<file path="src/rtl/gpio_mask_irq_pkg.sv">
package gpio_mask_irq_pkg;
  localparam int LINES_DEF = 8;

  // register index = addr[4:2] inside the control region
  typedef enum logic [2:0] {
    RG_DIR   = 3'd0,
    RG_SENSE = 3'd1,
    RG_BOTH  = 3'd2,
    RG_EVENT = 3'd3,
    RG_IE    = 3'd4,
    RG_RAW   = 3'd5,
    RG_MIS   = 3'd6,
    RG_CLR   = 3'd7
  } reg_idx_e;
endpackage

</file>
<file path="src/rtl/gpio_mi_sync.sv">
module gpio_mi_sync #(
  parameter int W = 8
) (
  input  logic         clk_i,
  input  logic         rst_ni,
  input  logic [W-1:0] d_i,
  output logic [W-1:0] q_o
);
  for (genvar g = 0; g < W; g++) begin : g_bit
    logic s1_q, s2_q;
    always_ff @(posedge clk_i or negedge rst_ni) begin
      if (!rst_ni) begin
        s1_q <= 1'b0;
        s2_q <= 1'b0;
      end else begin
        s1_q <= d_i[g];
        s2_q <= s1_q;
      end
    end
    assign q_o[g] = s2_q;
  end
endmodule

</file>
<file path="src/rtl/gpio_mi_irq.sv">
module gpio_mi_irq #(
  parameter int NL = 8
) (
  input  logic          clk_i,
  input  logic          rst_ni,
  input  logic [NL-1:0] sync_i,
  input  logic [NL-1:0] sense_i,
  input  logic [NL-1:0] both_i,
  input  logic [NL-1:0] event_i,
  input  logic [NL-1:0] clr_i,
  output logic [NL-1:0] edge_hit_o,
  output logic [NL-1:0] raw_o
);
  for (genvar g = 0; g < NL; g++) begin : g_line
    logic prev_q, lat_q, rise, fall;
    assign rise = sync_i[g] & ~prev_q;
    assign fall = ~sync_i[g] & prev_q;
    assign edge_hit_o[g] = ~sense_i[g] &
                           ((rise & (both_i[g] | event_i[g])) |
                            (fall & (both_i[g] | ~event_i[g])));
    always_ff @(posedge clk_i or negedge rst_ni) begin
      if (!rst_ni) begin
        prev_q <= 1'b0;
        lat_q  <= 1'b0;
      end else begin
        prev_q <= sync_i[g];
        // new edge takes priority over a clear
        if (edge_hit_o[g])  lat_q <= 1'b1;
        else if (clr_i[g])  lat_q <= 1'b0;
      end
    end
    assign raw_o[g] = sense_i[g] ? (sync_i[g] == event_i[g]) : lat_q;
  end
endmodule

</file>
<file path="src/rtl/gpio_mi_regs.sv">
module gpio_mi_regs
  import gpio_mask_irq_pkg::*;
#(
  parameter int NL = 8,
  parameter int AW = NL + 4
) (
  input  logic          clk_i,
  input  logic          rst_ni,
  input  logic          req_i,
  input  logic          we_i,
  input  logic [AW-1:0] addr_i,
  input  logic [NL-1:0] wdata_i,
  input  logic [NL-1:0] line_val_i,
  input  logic [NL-1:0] raw_i,
  output logic [NL-1:0] out_o,
  output logic [NL-1:0] dir_o,
  output logic [NL-1:0] sense_o,
  output logic [NL-1:0] both_o,
  output logic [NL-1:0] event_o,
  output logic [NL-1:0] ie_o,
  output logic [NL-1:0] clr_o,
  output logic [NL-1:0] rdata_o
);
  localparam int TOPB = AW - 1;

  logic          win_sel, reg_hit, wr, rd;
  logic [NL-1:0] mask;
  reg_idx_e      idx;
  logic [NL-1:0] out_q, dir_q, sense_q, both_q, event_q, ie_q;
  logic          unused_addr;

  assign win_sel     = (addr_i[TOPB -: 2] == 2'b00);
  assign reg_hit     = (addr_i[TOPB -: 2] == 2'b01) && (addr_i[TOPB-2:5] == '0);
  assign mask        = addr_i[NL+1:2];
  assign idx         = reg_idx_e'(addr_i[4:2]);
  assign wr          = req_i & we_i;
  assign rd          = req_i & ~we_i;
  assign unused_addr = ^addr_i[1:0];

  always_ff @(posedge clk_i or negedge rst_ni) begin
    if (!rst_ni) begin
      out_q   <= '0;
      dir_q   <= '0;
      sense_q <= '0;
      both_q  <= '0;
      event_q <= '0;
      ie_q    <= '0;
    end else if (wr) begin
      if (win_sel) out_q <= (out_q & ~mask) | (wdata_i & mask);
      if (reg_hit) begin
        unique case (idx)
          RG_DIR:   dir_q   <= wdata_i;
          RG_SENSE: sense_q <= wdata_i;
          RG_BOTH:  both_q  <= wdata_i;
          RG_EVENT: event_q <= wdata_i;
          RG_IE:    ie_q    <= wdata_i;
          default:  ;
        endcase
      end
    end
  end

  assign clr_o = (wr && reg_hit && idx == RG_CLR) ? wdata_i : '0;

  always_comb begin
    rdata_o = '0;
    if (rd && win_sel) begin
      rdata_o = line_val_i & mask;
    end else if (rd && reg_hit) begin
      unique case (idx)
        RG_DIR:   rdata_o = dir_q;
        RG_SENSE: rdata_o = sense_q;
        RG_BOTH:  rdata_o = both_q;
        RG_EVENT: rdata_o = event_q;
        RG_IE:    rdata_o = ie_q;
        RG_RAW:   rdata_o = raw_i;
        RG_MIS:   rdata_o = raw_i & ie_q;
        default:  rdata_o = '0;
      endcase
    end
  end

  assign out_o   = out_q;
  assign dir_o   = dir_q;
  assign sense_o = sense_q;
  assign both_o  = both_q;
  assign event_o = event_q;
  assign ie_o    = ie_q;
endmodule

</file>
<file path="src/rtl/gpio_mask_irq.sv">
module gpio_mask_irq #(
  parameter int NL = gpio_mask_irq_pkg::LINES_DEF,
  parameter int AW = NL + 4
) (
  input  logic          clk_i,
  input  logic          rst_ni,
  input  logic          req_i,
  input  logic          we_i,
  input  logic [AW-1:0] addr_i,
  input  logic [NL-1:0] wdata_i,
  output logic [NL-1:0] rdata_o,
  input  logic [NL-1:0] gpio_i,
  output logic [NL-1:0] gpio_o,
  output logic [NL-1:0] gpio_oe_o,
  output logic          irq_o
);
  logic [NL-1:0] sync_in, out_q, dir_q, sense_q, both_q, event_q, ie_q;
  logic [NL-1:0] clr_pulse, edge_hit, raw_st, line_val;

  gpio_mi_sync #(.W(NL)) u_sync (
    .clk_i  (clk_i),
    .rst_ni (rst_ni),
    .d_i    (gpio_i),
    .q_o    (sync_in)
  );

  assign line_val = (dir_q & out_q) | (~dir_q & sync_in);

  gpio_mi_regs #(.NL(NL), .AW(AW)) u_regs (
    .clk_i      (clk_i),
    .rst_ni     (rst_ni),
    .req_i      (req_i),
    .we_i       (we_i),
    .addr_i     (addr_i),
    .wdata_i    (wdata_i),
    .line_val_i (line_val),
    .raw_i      (raw_st),
    .out_o      (out_q),
    .dir_o      (dir_q),
    .sense_o    (sense_q),
    .both_o     (both_q),
    .event_o    (event_q),
    .ie_o       (ie_q),
    .clr_o      (clr_pulse),
    .rdata_o    (rdata_o)
  );

  gpio_mi_irq #(.NL(NL)) u_irq (
    .clk_i      (clk_i),
    .rst_ni     (rst_ni),
    .sync_i     (sync_in),
    .sense_i    (sense_q),
    .both_i     (both_q),
    .event_i    (event_q),
    .clr_i      (clr_pulse),
    .edge_hit_o (edge_hit),
    .raw_o      (raw_st)
  );

  assign gpio_o    = out_q;
  assign gpio_oe_o = dir_q;
  assign irq_o     = |(raw_st & ie_q);
endmodule

</file>
<file path="config.mk">
export PLATFORM = sky130hd
export DESIGN_NAME = gpio_mask_irq
export DESIGN_NICKNAME = d
export VERILOG_FILES = /design/src/rtl/gpio_mask_irq_pkg.sv /design/src/rtl/gpio_mi_sync.sv /design/src/rtl/gpio_mi_irq.sv /design/src/rtl/gpio_mi_regs.sv /design/src/rtl/gpio_mask_irq.sv
export SDC_FILE = /design/constraint.sdc
export NUM_CORES = 1
export LEC_CHECK = 0
export BUFFER_PORTS_ARGS = -buffer_cell sky130_fd_sc_hd__buf_4
export CAP_MARGIN = 20
export CORE_UTILIZATION = 38
export CTS_CLUSTER_SIZE = 20
export DETAILED_ROUTE_END_ITERATION = 16
export PLACE_DENSITY_LB_ADDON = 0.05
export SETUP_SLACK_MARGIN = 0.05
export SLEW_MARGIN = 20
export SYNTH_ARGS = -nofsm -noshare
export SYNTH_HDL_FRONTEND = slang
export SYNTH_HIERARCHICAL = 1
export SYNTH_SLANG_ARGS = --single-unit
</file>
<file path="constraint.sdc">
create_clock -name clk_i -period 3.11 [get_ports clk_i]
set_input_delay 0.1555 -clock clk_i [delete_from_list [all_inputs] [get_ports clk_i]]
set_output_delay 0.1555 -clock clk_i [all_outputs]
set_load 0.1 [all_outputs]
</file>
==> summary.md <==
| Metric | Value |
|---|---|
| TritonCTS clock tree | `yes` |
| Final GP Congestion | `around 0.76` |
| Core Region | `10300 um^2` |
| Syn Nets | `between 300 and 400` |
| Clk sinks | `80` |
| Slew Viols, Final | `0` |
| Vias in the first global route | `around 2800` |
| Max_cap viols | `0` |
| Worst endpoint data arrival time | `around 2.4 ns` |
| Hold slack final | `0.0816 ns` |
| Post-CTS Resized | `0` |
| Setup TNS Final | `0 ns` |
| Cell chain of the critical path | `xnor2_1, nand2_1, o21ai_0, mux2i_1, a2111oi_0, a21oi_1, o21ai_1, buf_4` |
| Detailed Route WL | `9940 um` |
| Postcts setup bufs | `0` |
| Net count, final | `around 440` |
| Area of the multi-input gates | `about 1900 um^2` |
| Measured slew at the worst slew-check pin | `around 0.86 ns` |
| Die Ht | `~100 um` |
| Yosys synthesis warning count | `6` |
| CP max stage cell | `dfrtp_1` |
| P per Cell Area | `473 nW/um^2` |
| H-tree depth | `3` |
| N_diodes | `0` |
| Post-Syn Instances | `340` |
| TritonCTS buffer count | `9` |
| WP data required | `2.95 ns` |
| Num ports | `57` |
| Die area | `approximately 11000 um^2` |
| R2R cell count | `3` |
| Crit path largest cell delay | `0.45 ns` |
| Final-report hold violation count | `0` |
| Port Buffer Count | `between 50 and 60` |
| Unrepaired setup endpoints after global routing | `false` |
| Site row count | `37` |
| Die W | `around 100 um` |
| DRC | `0` |
| CP Capture Type | `output pin` |
| Post-route ant nets | `0` |
| Hold-critical path depth | `2` |
| Crit Path Class | `reg2out` |
| Seq. cell area | `2000 um^2` |
| Worst VDD drop | `355 uV` |
| Total vias in the final route | `between 2000 and 3000` |
| GRT overflow | `0` |
| Largest net degree at the start of global routing | `38` |
| Clock Skew | `around 0.009 ns` |
| Setup violators final | `0` |
| All-Layer GR Usage | `a little under a fifth` |
| Filler cells | `slightly below 1000` |
| Initial antenna violation count | `0` |
| Pleak | `between 0.002 and 0.0025 uW` |
| Placed wire-length estimate | `~6500 um` |
| Via-per-instance ratio | `around 5.2` |
| Crit path launch type | `register` |
| Worst-Skew Late Latency | `around 0.36 ns` |
| Root buffer cell | `clkbuf_8` |
| First-pass GRT wire length | `15800 um` |
| Relative slew margins | `a little over two fifths` |
| Fin crit share | `80.9%` |
| Syn-to-layout area delta | `20.2%` |
| Initial Util | `39.0%` |
| Crit-path max FO | `5` |
| TritonRoute pass-1 iters | `4` |
| Clock slew at reported path FFs | `about 0.090 ns` |
| Fmax | `around 400 MHz` |
| Hold crit path type | `in2reg` |
| Hold buffers post-CTS | `9` |
| Syn_area_per_cell | `~12 um^2` |
| Initial DRC count | `between 70 and 80` |
| Status | `finished, final reports clean` |
| Post-synthesis cell area | `4000 um^2` |
| Layout cell share with drive strength beyond 1 | `35.5%` |
| Max Buffers Root-to-Sink | `2` |
| WL/cell | `between 15 and 20 um` |
| Minimum clock period after layout | `between 2 and 3 ns` |
worst max-delay path: cells and delay by family (launching register included):
family	cells	cell delay, ns
compound gates	4	0.84
flops	1	0.45
buf+inv	1	0.31
xor+xnor	1	0.18
mux	1	0.16
simple gates	1	0.06
report_power, final:
part,switching [uW],internal (uW)
logic,311,133
registers,35.0,1080
clock network,400,313
stage by stage:
step / power, uW / setup slack [ns] / instance area (um^2) / utilization (%) / std cells
finish: 2280 / 0.594 / 4810 / 46.8 / 544
global route: 2370 / 0.367 / 4810 / 46.8 / 544
CTS: 2310 / 0.597 / 4810 / 46.8 / 544
detailed placement: 1580 / 0.737 / 4540 / 44.2 / 519
global placement: 1580 / 0.779 / 4540 / 44.2 / 519
floorplan: 1440 / 0.131 / 4010 / - / 340
layer usage:
layer	vias up	GRT usage, %	wire length [um]
li1	1354	-	-
met1	1416	25.5	4630
met2	67	30.9	4710
met3	12	4.12	450
met4	0	6.84	155
met5	-	0	0
layout by cell type (no fill, tap or decap), drive strengths merged, types with 2 or more instances in the layout:
cell type     n
a22oi         9
a2bb2oi       6
a31oi         4
and2          8
and3          2
buf          63
clkbuf       10
clkinv        3
clkinvlp      2
dfrtp        80
dlygate4sd3   9
inv          11
mux2         56
mux2i        15
nand2        21
nand2b        9
nand3         9
nand3b        5
nand4         2
nor2          6
nor2b        11
nor3          6
o211a         2
o211ai        4
o21ai        24
o22ai         7
o31ai         2
o32ai         2
xnor2         9
layout make-up:
| cell class | count | share of cell area (%) |
|---|---|---|
| Sequential cell | 80 | 41.6 |
| Clock buffer | 10 | 2.86 |
| Inverter | 10 | 0.780 |
| Tap cell | 136 | 3.54 |
| Multi-Input combinational cell | 230 | 38.7 |
| Timing Repair Buffer | 72 | 11.7 |
| Clock inverter | 6 | 0.884 |
worst paths after layout:
path,from,endpoint,slack [ns]
setup / recovery,u_sync/g_bit[2].s2_q$_DFF_PN0_,rdata_o[2],0.59
hold / removal,wdata_i[6],register,0.08
setup reg to reg,u_regs/event_o[6]$_DFFE_PN0P_,u_irq/g_line[6].lat_q$_DFFE_PN0P_,2.06
hold reg to reg,u_sync/g_bit[4].s1_q$_DFF_PN0_,u_sync/g_bit[4].s2_q$_DFF_PN0_,0.35
max in group asynchronous,rst_ni,u_regs/both_o[0]$_DFFE_PN0P_,2.06
min in group asynchronous,rst_ni,u_irq/g_line[3].prev_q$_DFF_PN0_,0.30
flip-flops by register name, indices dropped and copies added (netlist names), named ones only:
signal               count
u_regs/sense_o           8
u_regs/event_o           8
u_irq/g_line.lat_q       8
u_irq/g_line.prev_q      8
u_sync/g_bit.s2_q        8
u_regs/dir_o             8
u_regs/ie_o              8
u_sync/g_bit.s1_q        8
u_regs/both_o            8
No activity file was read; power rests on OpenSTA's default activity.
